$ cat src/rtl/spi_clkdiv_pkg.sv
package spi_clkdiv_pkg;

   // Mode bit encoding inside the configuration word
   typedef enum logic {
      DIVMODE_POW2   = 1'b0,
      DIVMODE_LINEAR = 1'b1
   } divmode_e;

   // Default field widths
   localparam int unsigned DEF_LIN_W = 8;
   localparam int unsigned DEF_POW_W = 4;

   // Counter width needed for both schemes
   function automatic int unsigned half_cnt_width(input int unsigned lin_w,
                                                  input int unsigned pow_w);
      int unsigned pw;
      pw = (1 << pow_w) - 1;
      return (lin_w > pw) ? lin_w : pw;
   endfunction

endpackage

$ cat src/rtl/spi_clkdiv_cfg.sv
module spi_clkdiv_cfg
   import spi_clkdiv_pkg::*;
#(
   parameter int unsigned LIN_W = DEF_LIN_W,
   parameter int unsigned POW_W = DEF_POW_W,
   parameter int unsigned CNT_W = half_cnt_width(DEF_LIN_W, DEF_POW_W),
   localparam int unsigned CFG_W = LIN_W + POW_W + 1
) (
   input  logic             clk,
   input  logic             rst_n,
   input  logic             run_en,
   input  logic [CFG_W-1:0] div_cfg,
   input  logic             cpol,
   output logic [CNT_W-1:0] half_m1,
   output logic             pol_q
);

   localparam int unsigned MODE_BIT = LIN_W + POW_W;

   logic [CFG_W-1:0] cfg_q;
   logic [LIN_W-1:0] lin_div;
   logic [POW_W-1:0] pow_exp;
   divmode_e         mode;
   logic [CNT_W-1:0] pow_mask;
   logic [CNT_W-1:0] lin_ext;

   // Shadow copy: refreshed only while the clock rests
   always_ff @(posedge clk) begin
      if (!rst_n) begin
         cfg_q <= '0;
         pol_q <= 1'b0;
      end else if (!run_en) begin
         cfg_q <= div_cfg;
         pol_q <= cpol;
      end
   end

   assign lin_div = cfg_q[LIN_W-1:0];
   assign pow_exp = cfg_q[MODE_BIT-1:LIN_W];
   assign mode    = divmode_e'(cfg_q[MODE_BIT]);

   // 2^M - 1 as a thermometer mask: bit i set when i < M
   for (genvar gi = 0; gi < CNT_W; gi++) begin : g_pow_mask
      assign pow_mask[gi] = (32'(pow_exp) > gi);
   end

   if (CNT_W > LIN_W) begin : g_lin_pad
      assign lin_ext = {{(CNT_W-LIN_W){1'b0}}, lin_div};
   end else begin : g_lin_flat
      assign lin_ext = lin_div;
   end

   always_comb begin
      unique case (mode)
         DIVMODE_LINEAR: half_m1 = lin_ext;
         default:        half_m1 = pow_mask;
      endcase
   end

   // captured settings frozen while running
   a_r6_cfg_hold: assert property (@(posedge clk) disable iff (!rst_n)
      run_en |=> ($stable(cfg_q) && $stable(pol_q)));

endmodule

$ cat src/rtl/spi_clkdiv_count.sv
module spi_clkdiv_count #(
   parameter int unsigned CNT_W = 15
) (
   input  logic             clk,
   input  logic             rst_n,
   input  logic             run_en,
   input  logic [CNT_W-1:0] half_m1,
   output logic             tick
);

   logic [CNT_W-1:0] cnt_q;

   assign tick = run_en && (cnt_q == half_m1);

   always_ff @(posedge clk) begin
      if (!rst_n)
         cnt_q <= '0;
      else if (!run_en || tick)
         cnt_q <= '0;
      else
         cnt_q <= cnt_q + 1'b1;
   end

   // counter never passes the terminal value
   a_r2_cnt_bound: assert property (@(posedge clk) disable iff (!rst_n)
      cnt_q <= half_m1);

   // counter cleared while resting
   a_r5_cnt_clear: assert property (@(posedge clk) disable iff (!rst_n)
      !run_en |=> (cnt_q == '0));

   // a run always begins from a cleared count
   a_r7_start_clear: assert property (@(posedge clk) disable iff (!rst_n)
      $rose(run_en) |-> (cnt_q == '0));

endmodule

$ cat src/rtl/spi_clkdiv_edge.sv
module spi_clkdiv_edge (
   input  logic clk,
   input  logic rst_n,
   input  logic run_en,
   input  logic tick,
   input  logic cpol,
   input  logic pol_q,
   output logic sclk,
   output logic lead_stb,
   output logic trail_stb
);

   logic sclk_q, lead_q, trail_q;
   logic at_idle;

   assign at_idle = (sclk_q == pol_q);

   always_ff @(posedge clk) begin
      if (!rst_n) begin
         sclk_q  <= 1'b0;
         lead_q  <= 1'b0;
         trail_q <= 1'b0;
      end else if (!run_en) begin
         sclk_q  <= cpol;
         lead_q  <= 1'b0;
         trail_q <= 1'b0;
      end else begin
         if (tick) sclk_q <= ~sclk_q;
         lead_q  <= tick && at_idle;
         trail_q <= tick && !at_idle;
      end
   end

   assign sclk      = sclk_q;
   assign lead_stb  = lead_q;
   assign trail_stb = trail_q;

   // strobes are exclusive
   a_r8_strobe_excl: assert property (@(posedge clk) disable iff (!rst_n)
      !(lead_q && trail_q));

   // each strobe coincides with an actual transition
   a_r8_lead_moves: assert property (@(posedge clk) disable iff (!rst_n)
      lead_q |-> (sclk_q != $past(sclk_q)));

   a_r8_trail_moves: assert property (@(posedge clk) disable iff (!rst_n)
      trail_q |-> (sclk_q != $past(sclk_q)));

   // resting level follows polarity, strobes quiet
   a_r5_idle_level: assert property (@(posedge clk) disable iff (!rst_n)
      !run_en |=> ((sclk_q == $past(cpol)) && !lead_q && !trail_q));

endmodule

$ cat src/rtl/spi_clkdiv.sv
module spi_clkdiv
   import spi_clkdiv_pkg::*;
#(
   parameter int unsigned LIN_W = DEF_LIN_W,
   parameter int unsigned POW_W = DEF_POW_W,
   localparam int unsigned CFG_W = LIN_W + POW_W + 1,
   localparam int unsigned CNT_W = half_cnt_width(LIN_W, POW_W)
) (
   input  logic             clk,
   input  logic             rst_n,
   input  logic [CFG_W-1:0] div_cfg,
   input  logic             run_en,
   input  logic             cpol,
   output logic             sclk,
   output logic             lead_stb,
   output logic             trail_stb
);

   if (LIN_W < 1 || LIN_W > 31) begin : g_chk_lin
      $error("spi_clkdiv: LIN_W must lie in 1..31");
   end
   if (POW_W < 1 || POW_W > 5) begin : g_chk_pow
      $error("spi_clkdiv: POW_W must lie in 1..5");
   end

   logic [CNT_W-1:0] half_m1;
   logic             pol_q;
   logic             tick;

   spi_clkdiv_cfg #(
      .LIN_W (LIN_W),
      .POW_W (POW_W),
      .CNT_W (CNT_W)
   ) u_cfg (
      .clk     (clk),
      .rst_n   (rst_n),
      .run_en  (run_en),
      .div_cfg (div_cfg),
      .cpol    (cpol),
      .half_m1 (half_m1),
      .pol_q   (pol_q)
   );

   spi_clkdiv_count #(
      .CNT_W (CNT_W)
   ) u_count (
      .clk     (clk),
      .rst_n   (rst_n),
      .run_en  (run_en),
      .half_m1 (half_m1),
      .tick    (tick)
   );

   spi_clkdiv_edge u_edge (
      .clk       (clk),
      .rst_n     (rst_n),
      .run_en    (run_en),
      .tick      (tick),
      .cpol      (cpol),
      .pol_q     (pol_q),
      .sclk      (sclk),
      .lead_stb  (lead_stb),
      .trail_stb (trail_stb)
   );

endmodule

$ cat config.mk
export PLATFORM = sky130hd
export DESIGN_NAME = spi_clkdiv
export DESIGN_NICKNAME = d
export VERILOG_FILES = /design/src/rtl/spi_clkdiv_pkg.sv /design/src/rtl/spi_clkdiv_cfg.sv /design/src/rtl/spi_clkdiv_count.sv /design/src/rtl/spi_clkdiv_edge.sv /design/src/rtl/spi_clkdiv.sv
export SDC_FILE = /design/constraint.sdc
export NUM_CORES = 1
export LEC_CHECK = 0
export BUFFER_PORTS_ARGS = -buffer_cell sky130_fd_sc_hd__buf_2
export CAP_MARGIN = 30
export CORE_ASPECT_RATIO = 1.4
export CORE_MARGIN = 4
export CORE_UTILIZATION = 57
export DETAILED_ROUTE_END_ITERATION = 8
export PLACE_DENSITY = 0.78
export SLEW_MARGIN = 40
export SYNTH_ARGS = -nofsm -noshare
export SYNTH_HDL_FRONTEND = slang
export SYNTH_SLANG_ARGS = --single-unit
$ cat constraint.sdc
create_clock -name clk -period 3.01 [get_ports clk]
set_input_delay 0.301 -clock clk [delete_from_list [all_inputs] [get_ports clk]]
set_output_delay 0.301 -clock clk [all_outputs]
set_load 0.005 [all_outputs]
# ---- Word level (Yosys, flattened, before mapping)
# Index checks and enable logic that the tools add are counted.
dict set report word_totals {
  input_bits 17
  out_inout_bits 3
  regBits 32
  word_cells 38
}
dict set report classes {
  mux 3
  order_cmp 15
  reduce_logical 8
  bitwise 2
  n_addsub 1
  eq_ne 3
}
# cell count
set ops {}
lappend ops {{> comparator 4 bit (second input constant)} 7}
lappend ops {{> comparator 4 x 3 -> 1 bit (second input constant)} 4}
lappend ops {{adder 15 x 1 -> 15 bit (second input constant)} 1}
lappend ops {{equality test 15 bit} 1}
lappend ops {{two-way mux 15 bit} 1}
lappend ops {{> comparator 4 x 1 -> 1 bit (second input constant)} 2}
lappend ops {{> comparator 4 x 2 -> 1 bit (second input constant)} 2}
lappend ops {{logical AND 1 bit} 3}
lappend ops {{zero test 1 bit} 2}
lappend ops {{two-way mux 1 bit} 2}
lappend ops {{!= test 2 x 1 -> 1 bit (second input constant)} 1}
lappend ops {{NOT 1 bit} 2}
lappend ops {{AND reduction 2 bit} 1}
lappend ops {{OR reduction 2 bit} 1}
lappend ops {{equality test 1 bit} 1}
lappend ops {{logical OR 1 bit} 1}

# ---- Longest topological paths before layout
# Gate-level depths: netlist (run 1).
dict set report depth {
  word_depth 6
  ltp_mapped 9
  depth_no_buf 6
}

# ---- By module
# Synthesis (run 1) repeated with hierarchy kept, for this count alone.
dict set report hier_totals {
  cells_unflattened 188
  hier_area_um2 1697.9
}
# mod area_per_inst_um2 seq_area_each_um2 cells_per_inst instances
set modules_own_cells {}
lappend modules_own_cells {spi_clkdiv_count 870.8 300.3 94 1}
lappend modules_own_cells {spi_clkdiv_cfg 721.9 280.3 84 1}
lappend modules_own_cells {spi_clkdiv_edge 105.1 60.1 10 1}

# ---- Worst setup path before layout (run 1)
# No wires, ideal clock.
dict set report synth_path {
  path_type {register to register}
  from {reg u_cfg.cfg_q[10]}
  to {reg u_count.cnt_q[2]}
  path_buffers 2
  period_less_slack_ns 2.352
  path_slack_ns 0.658
  t_required_ns 2.895
  stages_incl_launch_ff 9
  setup_ns 0.115
  arrival_ns 2.238
  cell_sequence {dfxtp_1 buf_6 or4_1 mux2i_1 xnor2_1 or4_4 o311ai_4 buf_6 nor2_1}
}
dict set report synth_between {
  elab_chain_cells 6
  word_cells_on_any_way 20
  cone_classes {order compare (15); eq/ne (1); mux (1); reduce/logical (3)}
}
# element line_no
set synth_lines {}
lappend synth_lines {{from (decl)} spi_clkdiv_cfg.sv:20} ;# logic [CFG_W-1:0] cfg_q;
lappend synth_lines {{from (signal assigned)} spi_clkdiv_cfg.sv:33} ;# cfg_q <= div_cfg;
lappend synth_lines {{> comparator 4 x 1 -> 1 bit (tied with other cells)} spi_clkdiv_cfg.sv:44} ;# assign pow_mask[gi] = (32'(pow_exp) > gi);
lappend synth_lines {{two-way mux 15 bit (*)} spi_clkdiv_cfg.sv:54} ;# unique case (mode)
lappend synth_lines {{equality test 15 bit (*)} spi_clkdiv_count.sv:13} ;# assign tick = run_en && (cnt_q == half_m1);
lappend synth_lines {{logical AND 1 bit (*)} spi_clkdiv_count.sv:13}
lappend synth_lines {{logical OR 1 bit (*)} spi_clkdiv_count.sv:18} ;# else if (!run_en || tick)
lappend synth_lines {{OR reduction 2 bit (no line) (*)} --}
lappend synth_lines {{to (signal assigned)} spi_clkdiv_count.sv:21} ;# cnt_q <= cnt_q + 1'b1;
lappend synth_lines {{to (decl)} spi_clkdiv_count.sv:11} ;# logic [CNT_W-1:0] cnt_q;
# Mark *: on every way between the ends. The rest lies on a longest branch, timed or not.
# A chain may end at the register's enable or synchronous reset.

# ---- Worst setup path after layout (run 1)
dict set report layout_path {
  from {reg u_cfg.cfg_q[8]}
  to {reg u_count.cnt_q[4]}
}
# The elaborated chain is that of the path after synthesis.

==> results.py, run 1 <==
metrics = {
    "finish": {
        "final_nets": 231,
        "final_area_um2": 1970,
        "nFillCells": 250,
        "final_layout_size_suffix_gt1_frac": 0.159,
        "diodes": 0,
        "utilization": 0.677,
        "area_delta_synth_final_pct": 12.8,
    },
    "timing": {
        "slew_viol_final": 0,
        "finClkSkew_ps": 6.40,
        "timing.final.ws_setup_ps": 341,
        "setup_viol": 0,
        "relSlewSlack": 0.572,
        "finalHoldViolCount": 0,
        "period_needed_ps": 2670,
        "tightest_slew_ps": 641,
        "fin_tns_setup_ps": 0,
        "rsz0062_at_grt": "no",
        "max_freq_mhz": 375,
        "fin_crit_sh": 0.887,
    },
    "global_route": {
        "grt-ovfl-total": 0,
        "antenna_found_initial": 0,
        "grt_pass1_vias": 1389,
        "track_usage": 0.209,
        "grt_pass1_wl_mm": 6.09,
        "grt_start_max_net_pins": 20,
    },
    "synthesis": {
        "ys_async_sr_fraction": 0,
        "synth_common_cells": "32 x dfxtp_1, 22 x nor2_1, 21 x nor2b_1, 17 x mux2i_1",
        "syn_nets": 216,
        "synth-edff-count": 0,
        "ys.flop_type": "dfxtp_1",
        "synthCells": 198,
        "synth_top_cells_by_area": "dfxtp_1 37%, mux2i_1 9.7%, nor2b_1 7.5%, xnor2_1 6.0%, xor2_1 5.0%",
        "ys_types": 40,
        "ys_warn_count": 0,
        "syn-cell-area_um2": 1750,
        "yosysTopAreaCellShare": 0.367,
        "yosysTopAreaCell": "dfxtp_1",
        "ys_ff_latch": 32,
        "yosysSeqAreaShare": 0.367,
        "avgSynthCellArea_um2": 8.82,
        "synthMostInstantiatedCell": "dfxtp_1",
    },
    "route": {
        "drc_errors": 0,
        "via_per_inst": 5.55,
        "drt_first_pass_iters": 4,
        "vias": 1393,
        "ant_nets": 0,
        "drtIter0Drc": 39,
        "finalWirelength_mm": 3.57,
        "wl_per_cell_um": 14.2,
    },
    "setup_path": {
        "path_cells": "or4_1 > mux2i_1 > xnor2_1 > or4_4 > o311ai_4 > nor2_1",
        "cp-start-kind": "flip-flop",
        "cp_max_fo": 15,
        "required_ps": 3160,
        "slowest_delay_ps": 630,
        "critPathKind": "reg -> reg",
        "end_kind": "flip-flop",
        "crit_buf_inv": 0,
        "cpLargestDelayFamily": "simple AND/OR/NAND/NOR gates",
        "crit_arrival_ps": 2820,
        "slowest_stage": "o311ai_4",
    },
    "clock_tree": {
        "root_buffer": "clkbuf_8",
        "cts_resized": 0,
        "ctsHoldBuffers": 0,
        "htreeDepth": 2,
        "cts.sinks": 32,
        "clock_path_buffers": 2,
        "cts_tree": "yes",
        "clk_latency_ps": 290,
        "cts_made_buffers": 5,
        "post_cts_buffers": 0,
        "cts.clk_slew.worst_paths_ps": 70,
    },
    "placed_design": {
        "place_area_um2": 1840,
        "dp_hpwl_mm": 2.64,
        "io_buffer_count": 19,
        "routabilityCongestion": 0.813,
        "pre_cts_slack_ps": 338,
    },
    "floorplan": {
        "die_width_um": 54.8,
        "die_h_um": 73.5,
        "start_util": 0.601,
        "die_area_um2": 4020,
        "ioPinCount": 20,
        "core_um2": 2910,
        "num_rows": 23,
    },
    "power_and_ir_drop": {
        "p_per_area_nw_per_um2": 522,
        "p_leak_uw": 0.000774,
        "max-vdd-ir-drop_v": 0.000446,
    },
    "status": {
        "outcome": "complete, no violations",
    },
    "min_path": {
        "hold_class": "in -> reg",
    },
    "flow_run": {
        "cap_violations": 0,
    },
}
-- through the flow --
stage | cells | power [uW] | hold WS [ps]
after global routing | 251 | 1070 | 282
final | 251 | 1030 | 265
after detailed placement | 243 | 584 | 497
after global placement | 243 | 579 | 465
after floorplan | 198 | 556 | 429
after CTS | 251 | 1030 | 263
-- registers in the layout, indices dropped and copies added (netlist names) --
register,cells
u_edge.trail_stb,1
u_cfg.pol_q,1
u_count.cnt_q,15
u_edge.sclk,1
u_edge.lead_stb,1
u_cfg.cfg_q,13
-- cell families (layout without fill, tap and decap cells) --
| group | Yosys count | after routing | share of synthesized area |
|---|---|---|---|
| adders and majority gates | 1 | 1 | 0.00717 |
| buffers and inverters | 17 | 33 | 0.0452 |
| and+or+nand+nor | 82 | 82 | 0.252 |
| muxes | 17 | 17 | 0.0975 |
| AOI/OAI and AO/OA | 27 | 27 | 0.121 |
| DFF | 32 | 32 | 0.367 |
| xor gates and xnor gates | 22 | 22 | 0.110 |
-- final timing paths --
kind | depth (start not counted) | from | endpoint | slack (ps)
max reg2reg | 6 | u_cfg.cfg_q[8]$_SDFFE_PN0N_ | u_count.cnt_q[4]$_SDFF_PP0_ | 340
min reg2reg | 1 | u_count.cnt_q[0]$_SDFF_PP0_ | u_count.cnt_q[0]$_SDFF_PP0_ | 510
min | 3 | div_cfg[2] | u_cfg.cfg_q[2]$_SDFFE_PN0N_ | 260
max | 6 | u_cfg.cfg_q[8]$_SDFFE_PN0N_ | u_count.cnt_q[4]$_SDFF_PP0_ | 340
-- power by group --
group	switching [uW]	internal (uW)	total, uW
Combinational	61.7	59.6	121
Sequential	16.5	438	454
Clock	160	292	451
Total	238	789	1030
-- worst reg2reg max path: cells and delay by family, from the launching register on --
kind,cells,cell delay [ps]
AND/OR/NAND/NOR,3,1250
flip-flops,1,410
XOR/XNOR,1,80
AO/OA/AOI/OAI,1,630
multiplexers,1,170
-- area by class of cell --
type                            instances  area, um2  share of cell area
Multi-Input combinational cell        149       1030               0.521
Sequential cell                        32        641               0.325
Timing Repair Buffer                   22        118              0.0598
Clock buffer                            7       96.3              0.0490
Tap cell                               37       46.3              0.0235
Clock inverter                          1       30.0              0.0153
Inverter                                3       11.3             0.00572
-- per-layer routing --
metal  track usage  routed length (um)
met2         0.358                1890
met4        0.0914                  73
met3        0.0609                 146
met1         0.228                1460
met5             0                   0
-- layout by cell type (no fill, tap or decap), types with 2 or more instances in the layout --
master | netlist | layout
clkbuf_8 | 0 | 7
a21oi_1 | 6 | 6
xor2_1 | 10 | 10
nor2b_1 | 21 | 21
o32ai_1 | 2 | 2
a221o_1 | 2 | 2
nand4_1 | 2 | 2
o21ai_0 | 4 | 4
buf_2 | 0 | 19
dfxtp_1 | 32 | 32
mux2i_1 | 17 | 17
nor3_1 | 5 | 5
buf_4 | 0 | 3
xnor2_1 | 12 | 12
nor2_1 | 22 | 22
nand3_1 | 9 | 9
inv_1 | 3 | 3
a211oi_1 | 2 | 2
nor3b_1 | 3 | 3
nand2_1 | 9 | 9
nand2b_1 | 3 | 3
No activity file was read; power rests on OpenSTA's default activity.
==> inputs of run 2 (changes only) <==
Settings changed: CAP_MARGIN 30 to default, PLACE_DENSITY 0.78 to 0.86, SYNTH_HIERARCHICAL from default to 1.
==> run 2 against run 1 <==
  * Sequential share of layout area is 1.5 points higher
  * Sequential power hardly changed
  * Worst hold slack better by 11 ps
  * Die area is 2.4% lower
  * Global-route usage shrank 1.7 points
  * First-iteration DRC count unchanged
  * Via count fell by 4.5%
  * Clock skew fell by 2.2 ps
  * Critical endpoint is now u_edge/trail_stb$_SDFF_PN0_
  * Design area is 4.5% lower
  * Register-to-register slack improved by 330 ps
  * Wire length shrank 10%
==> results.py, run 2 <==
metrics = {
    "floorplan": {
        "die_h_um": 72.6,
        "start_util": 0.596,
        "num_rows": 23,
        "die_area_um2": 3930,
        "core_um2": 2850,
        "die_width_um": 54.1,
        "ioPinCount": 20,
    },
    "setup_path": {
        "slowest_stage": "or4_1",
        "required_ps": 3240,
        "path_cells": "or4_1 > mux2_2 > xnor2_1 > nand4_1 > nor4_4 > and2_2 > nand3_1 > and2b_2",
        "end_kind": "flip-flop",
        "cp_max_fo": 8,
        "critPathKind": "reg -> reg",
        "crit_arrival_ps": 2570,
        "slowest_delay_ps": 520,
        "cp-start-kind": "flip-flop",
    },
    "clock_tree": {
        "cts_tree": "yes",
        "clk_latency_ps": 280,
        "cts_made_buffers": 5,
        "cts_resized": 0,
        "post_cts_buffers": 0,
        "cts.clk_slew.worst_paths_ps": 60,
        "htreeDepth": 2,
        "ctsHoldBuffers": 0,
        "cts.sinks": 32,
        "clock_path_buffers": 2,
        "root_buffer": "clkbuf_8",
    },
    "global_route": {
        "track_usage": 0.192,
        "antenna_found_initial": 0,
        "grt_pass1_wl_mm": 5.55,
        "grt-ovfl-total": 0,
        "grt_pass1_vias": 1238,
        "grt_start_max_net_pins": 20,
    },
    "synthesis": {
        "synthCells": 188,
        "ys_types": 30,
        "syn-cell-area_um2": 1700,
        "synthMostInstantiatedCell": "dfxtp_1",
        "yosysTopAreaCell": "dfxtp_1",
        "ys_ff_latch": 32,
        "yosysTopAreaCellShare": 0.377,
        "synth_top_cells_by_area": "dfxtp_1 38%, xnor2_1 13%, mux2i_1 8.3%, nor2b_1 6.6%, nor3_1 5.9%",
        "ys_async_sr_fraction": 0,
        "synth_common_cells": "32 x dfxtp_1, 25 x xnor2_1, 20 x nor3_1, 18 x nor2b_1, 14 x mux2i_1",
        "syn_nets": 206,
        "avgSynthCellArea_um2": 9.03,
        "ys_warn_count": 6,
        "yosysSeqAreaShare": 0.377,
        "synth-edff-count": 0,
        "ys.flop_type": "dfxtp_1",
    },
    "route": {
        "wl_met2_mm": 1.65,
        "drc_errors": 0,
        "top_layer": "met4",
        "met3WireLength_um": 151,
        "drt-met1-wl_mm": 1.34,
        "via_per_inst": 5.50,
        "drtIter0Drc": 39,
        "ant_nets": 0,
        "finalWirelength_mm": 3.19,
        "drt_first_pass_iters": 4,
        "vias": 1330,
        "wl_per_cell_um": 13.2,
    },
    "flow_run": {
        "cap_violations": 0,
    },
    "timing": {
        "fin_tns_setup_ps": 0,
        "slew_viol_final": 0,
        "fin_crit_sh": 0.778,
        "rsz0062_at_grt": "no",
        "finClkSkew_ps": 4.22,
        "tightest_slew_ps": 486,
        "timing.final.ws_setup_ps": 667,
        "finalHoldViolCount": 0,
        "max_freq_mhz": 427,
        "relSlewSlack": 0.675,
        "period_needed_ps": 2340,
        "setup_viol": 0,
    },
    "finish": {
        "area_delta_synth_final_pct": 10.7,
        "layout_common_cells": "32 x dfxtp_1, 25 x xnor2_1, 20 x nor3_1, 19 x buf_2, 18 x nor2b_1",
        "final_layout_size_suffix_gt1_frac": 0.171,
        "reg_top3": "u_count/cnt_q x15, u_cfg/cfg_q x13",
        "largest_reg_flops": 15,
        "nFillCells": 231,
        "layout_commonest_cell": "dfxtp_1",
        "diodes": 0,
        "final_nets": 223,
        "top_register": "u_count/cnt_q",
    },
    "power_and_ir_drop": {
        "p_per_area_nw_per_um2": 480,
        "finalPower_uw": 902,
        "max-vdd-ir-drop_v": 0.000345,
        "p_leak_uw": 0.000691,
    },
    "placed_design": {
        "dp_hpwl_mm": 2.38,
        "io_buffer_count": 19,
        "pre_cts_slack_ps": 673,
        "routabilityCongestion": 0.860,
    },
    "status": {
        "outcome": "complete, no violations",
    },
    "min_path": {
        "hold_class": "in -> reg",
    },
}
[run 2: critical path: cells and delay by family (launching register included)]
| family | cells | cell delay (ps) |
|---|---|---|
| AND/OR/NAND/NOR | 6 | 1520 |
| flip-flops | 1 | 360 |
| XOR/XNOR | 1 | 130 |
| multiplexers | 1 | 280 |
[run 2: cells by family (layout without fill, tap and decap cells)]
| logic type | after synthesis | in the layout | synth area share |
|---|---|---|---|
| compound gates | 14 | 14 | 0.0472 |
| xor+xnor | 29 | 29 | 0.150 |
| fa+ha+maj | 1 | 1 | 0.00737 |
| buf+inv | 17 | 34 | 0.0531 |
| flops | 32 | 32 | 0.377 |
| mux | 15 | 15 | 0.0892 |
| simple gates | 80 | 80 | 0.276 |
[run 2: cell type report]
cell class / instances / area (um2) / share of cell area
clock buffers: 7 / 96.3 / 0.0513
inverters: 7 / 26.3 / 0.0140
multi-input cells: 139 / 967 / 0.515
flip-flops and latches: 32 / 641 / 0.341
well taps: 37 / 46.3 / 0.0246
repair buffers: 20 / 103 / 0.0546
[run 2: per-stage QoR]
step	std cells	hold slack [ps]	area [um2]	utilization
after detailed placement	235	514	1780	0.626
after global routing	242	306	1880	0.660
final	242	275	1880	0.660
after floorplan	188	390	1700	-
after CTS	242	268	1880	0.660
after global placement	235	499	1780	0.626
[run 2: where the power goes]
| group | total [uW] | internal, uW | switching (uW) |
|---|---|---|---|
| clock network | 344 | 203 | 141 |
| registers | 454 | 438 | 16.8 |
| logic | 104 | 51.1 | 53.0 |
| total | 902 | 692 | 211 |
[run 2: routing by layer]
metal / GRT usage / vias up
li1: - / 674
met1: 0.241 / 618
met2: 0.309 / 33
met3: 0.0491 / 5
met4: 0.0720 / 0
met5: 0 / -
[run 2: worst paths after layout]
check                                                 start                     endpoint  slack (ps)  depth (start not counted)
worst max register to register  u_cfg/cfg_q[8]$_SDFFE_PN0N_  u_edge/trail_stb$_SDFF_PN0_         670                          8
worst min register to register  u_cfg/cfg_q[4]$_SDFFE_PN0N_  u_cfg/cfg_q[4]$_SDFFE_PN0N_         530                          2
worst max-delay path            u_cfg/cfg_q[8]$_SDFFE_PN0N_  u_edge/trail_stb$_SDFF_PN0_         670                          8
worst min-delay path                             div_cfg[8]  u_cfg/cfg_q[8]$_SDFFE_PN0N_         280                          3
==> inputs of run 3 (changes only) <==
Clock period 3.01 ns to 2.2 ns, I/O delays scaled along.
==> run 3 against run 2 <==
  * Worst setup slack got worse by 580 ps
  * Highest routed layer unchanged
  * Critical path type unchanged
  * Global-route usage grew 0.82 points
  * Power increased by 48%
  * First-iteration DRC count decreased by 7.7%
==> results.py, run 3 (same netlist as run 2, synthesis figures left out) <==
metrics = {
    "power_and_ir_drop": {
        "p_per_area_nw_per_um2": 689,
        "internal_power_uw": 1010,
        "sw_frac_of_total": 0.244,
        "switching_power_uw": 325,
        "clkPwrFrac": 0.422,
        "p_seq_frac": 0.459,
        "p_leak_uw": 0.000721,
        "comb_power_share": 0.119,
        "max-vdd-ir-drop_v": 0.000477,
    },
    "floorplan": {
        "die_h_um": 72.6,
        "ioPinCount": 20,
        "num_rows": 23,
        "die_area_um2": 3930,
        "core_um2": 2850,
        "die_width_um": 54.1,
        "start_util": 0.596,
    },
    "placed_design": {
        "place_area_um2": 1820,
        "dp_hpwl_mm": 2.50,
        "io_buffer_count": 19,
        "routabilityCongestion": 0.890,
    },
    "finish": {
        "multi_input_area_um2": 973,
        "top_register": "u_count/cnt_q",
        "final_layout_size_suffix_gt1_frac": 0.199,
        "layout_common_cells": "32 x dfxtp_1, 25 x xnor2_1, 20 x nor3_1, 19 x buf_2, 18 x nor2b_1",
        "diodes": 0,
        "layout_commonest_cell": "dfxtp_1",
        "area_delta_synth_final_pct": 14.1,
        "seq_area_um2": 641,
        "largest_reg_flops": 15,
        "final_nets": 228,
        "reg_top3": "u_count/cnt_q x15, u_cfg/cfg_q x13",
        "nFillCells": 224,
        "final_area_um2": 1940,
        "utilization": 0.680,
    },
    "global_route": {
        "grt_start_max_net_pins": 18,
        "track_usage": 0.200,
        "grt_pass1_vias": 1278,
        "grt_pass1_wl_mm": 5.78,
        "antenna_found_initial": 0,
        "grt-ovfl-total": 0,
    },
    "route": {
        "via_per_inst": 5.32,
        "drtIter0Drc": 36,
        "wl_per_cell_um": 13.4,
        "ant_nets": 0,
        "vias": 1319,
        "finalWirelength_mm": 3.32,
        "drc_errors": 0,
        "drt_first_pass_iters": 4,
    },
    "clock_tree": {
        "cts.sinks": 32,
        "clock_path_buffers": 2,
        "cts_made_buffers": 5,
        "cts.clk_slew.worst_paths_ps": 70,
        "ctsHoldBuffers": 0,
        "root_buffer": "clkbuf_8",
        "cts_tree": "yes",
        "htreeDepth": 2,
        "clk_latency_ps": 290,
    },
    "setup_path": {
        "r2r-start": "u_cfg/cfg_q[10]$_SDFFE_PN0N_",
        "critPathKind": "reg -> reg",
        "crit_arrival_ps": 2340,
        "required_ps": 2430,
        "cp-start-kind": "flip-flop",
        "cp-startpoint": "u_cfg/cfg_q[10]$_SDFFE_PN0N_",
        "end_kind": "flip-flop",
        "cp_max_fo": 9,
    },
    "timing": {
        "fin_crit_sh": 0.961,
        "relSlewSlack": 0.654,
        "rsz0062_at_grt": "yes",
        "finalHoldViolCount": 0,
        "max_freq_mhz": 473,
        "setup_viol": 0,
        "fin_tns_setup_ps": 0,
        "slew_viol_final": 0,
        "finClkSkew_ps": 9.15,
        "tightest_slew_ps": 518,
        "period_needed_ps": 2110,
    },
    "flow_run": {
        "cap_violations": 0,
    },
    "min_path": {
        "hp-start": "div_cfg[3]",
        "hold_class": "in -> reg",
    },
    "status": {
        "outcome": "complete, no violations",
    },
}
-- run 3: cell types whose count changed in the layout (fill, tap and decap cells not counted), sizes merged --
| cell | before | now |
|---|---|---|
| buf | 20 | 25 |
| clkbuf | 7 | 5 |
| bufinv | 0 | 1 |
| clkinv | 0 | 1 |
| clkinvlp | 0 | 1 |
-- run 3: path summary, 6_finish.rpt --
| kind | end | slack [ps] | depth (start not counted) |
|---|---|---|---|
| worst min-delay path | u_cfg/cfg_q[3]$_SDFFE_PN0N_ | 180 | 3 |
| worst max-delay path | u_edge/trail_stb$_SDFF_PN0_ | 90 | 9 |
| worst max register to register | u_edge/trail_stb$_SDFF_PN0_ | 90 | 9 |
| worst min register to register | u_cfg/cfg_q[4]$_SDFFE_PN0N_ | 530 | 2 |
-- run 3: power groups by stage --
stage               clock network (uW)  registers, uW  logic, uW
global placement                     0            626        155
global route                       601            615        176
finish                             563            613        158
floorplan                            0            623        120
CTS                                570            613        158
detailed placement                   0            626        158
-- run 3: what timing repair did --
item,in CTS,in global routing
resized for setup,0,1
buffers inserted,0,0
setup endpoints to repair,0,1
-- run 3: area by class of cell --
| cell class | instances | share of cell area |
|---|---|---|
| inverter | 7 | 0.0136 |
| clock buffer | 5 | 0.0355 |
| tap | 37 | 0.0239 |
| multi-input combinational | 139 | 0.502 |
| timing repair buffer | 25 | 0.0723 |
| sequential | 32 | 0.331 |
| clock inverter | 3 | 0.0219 |
-- run 3: per-stage QoR --
stage / total power (uW) / setup slack (ps) / instances / hold slack (ps)
final: 1330 / 86.6 / 248 / 180
after global routing: 1390 / -63.5 / 248 / 194
after detailed placement: 784 / 107 / 240 / 480
after global placement: 780 / 158 / 240 / 471
after CTS: 1340 / 79.1 / 248 / 177
after floorplan: 743 / -44.9 / 188 / 309
-- run 3: critical path, cell delays in order (launching register included) --
cell,delay [ps]
dfxtp_1,330
buf_4,170
a2111oi_0,450
a21oi_1,100
xnor2_1,150
nand3_1,120
nor4_4,250
and2_4,200
nand3_2,70
and2b_2,230
-- run 3: metal layers --
metal	share of wire	GRT usage	routed length (um)	vias to the layer above
li1	-	-	-	680
met1	0.41	0.236	1380	608
met2	0.53	0.330	1770	24
met3	0.030	0.0450	101	7
met4	0.020	0.0997	68	0
met5	0	0	0	-
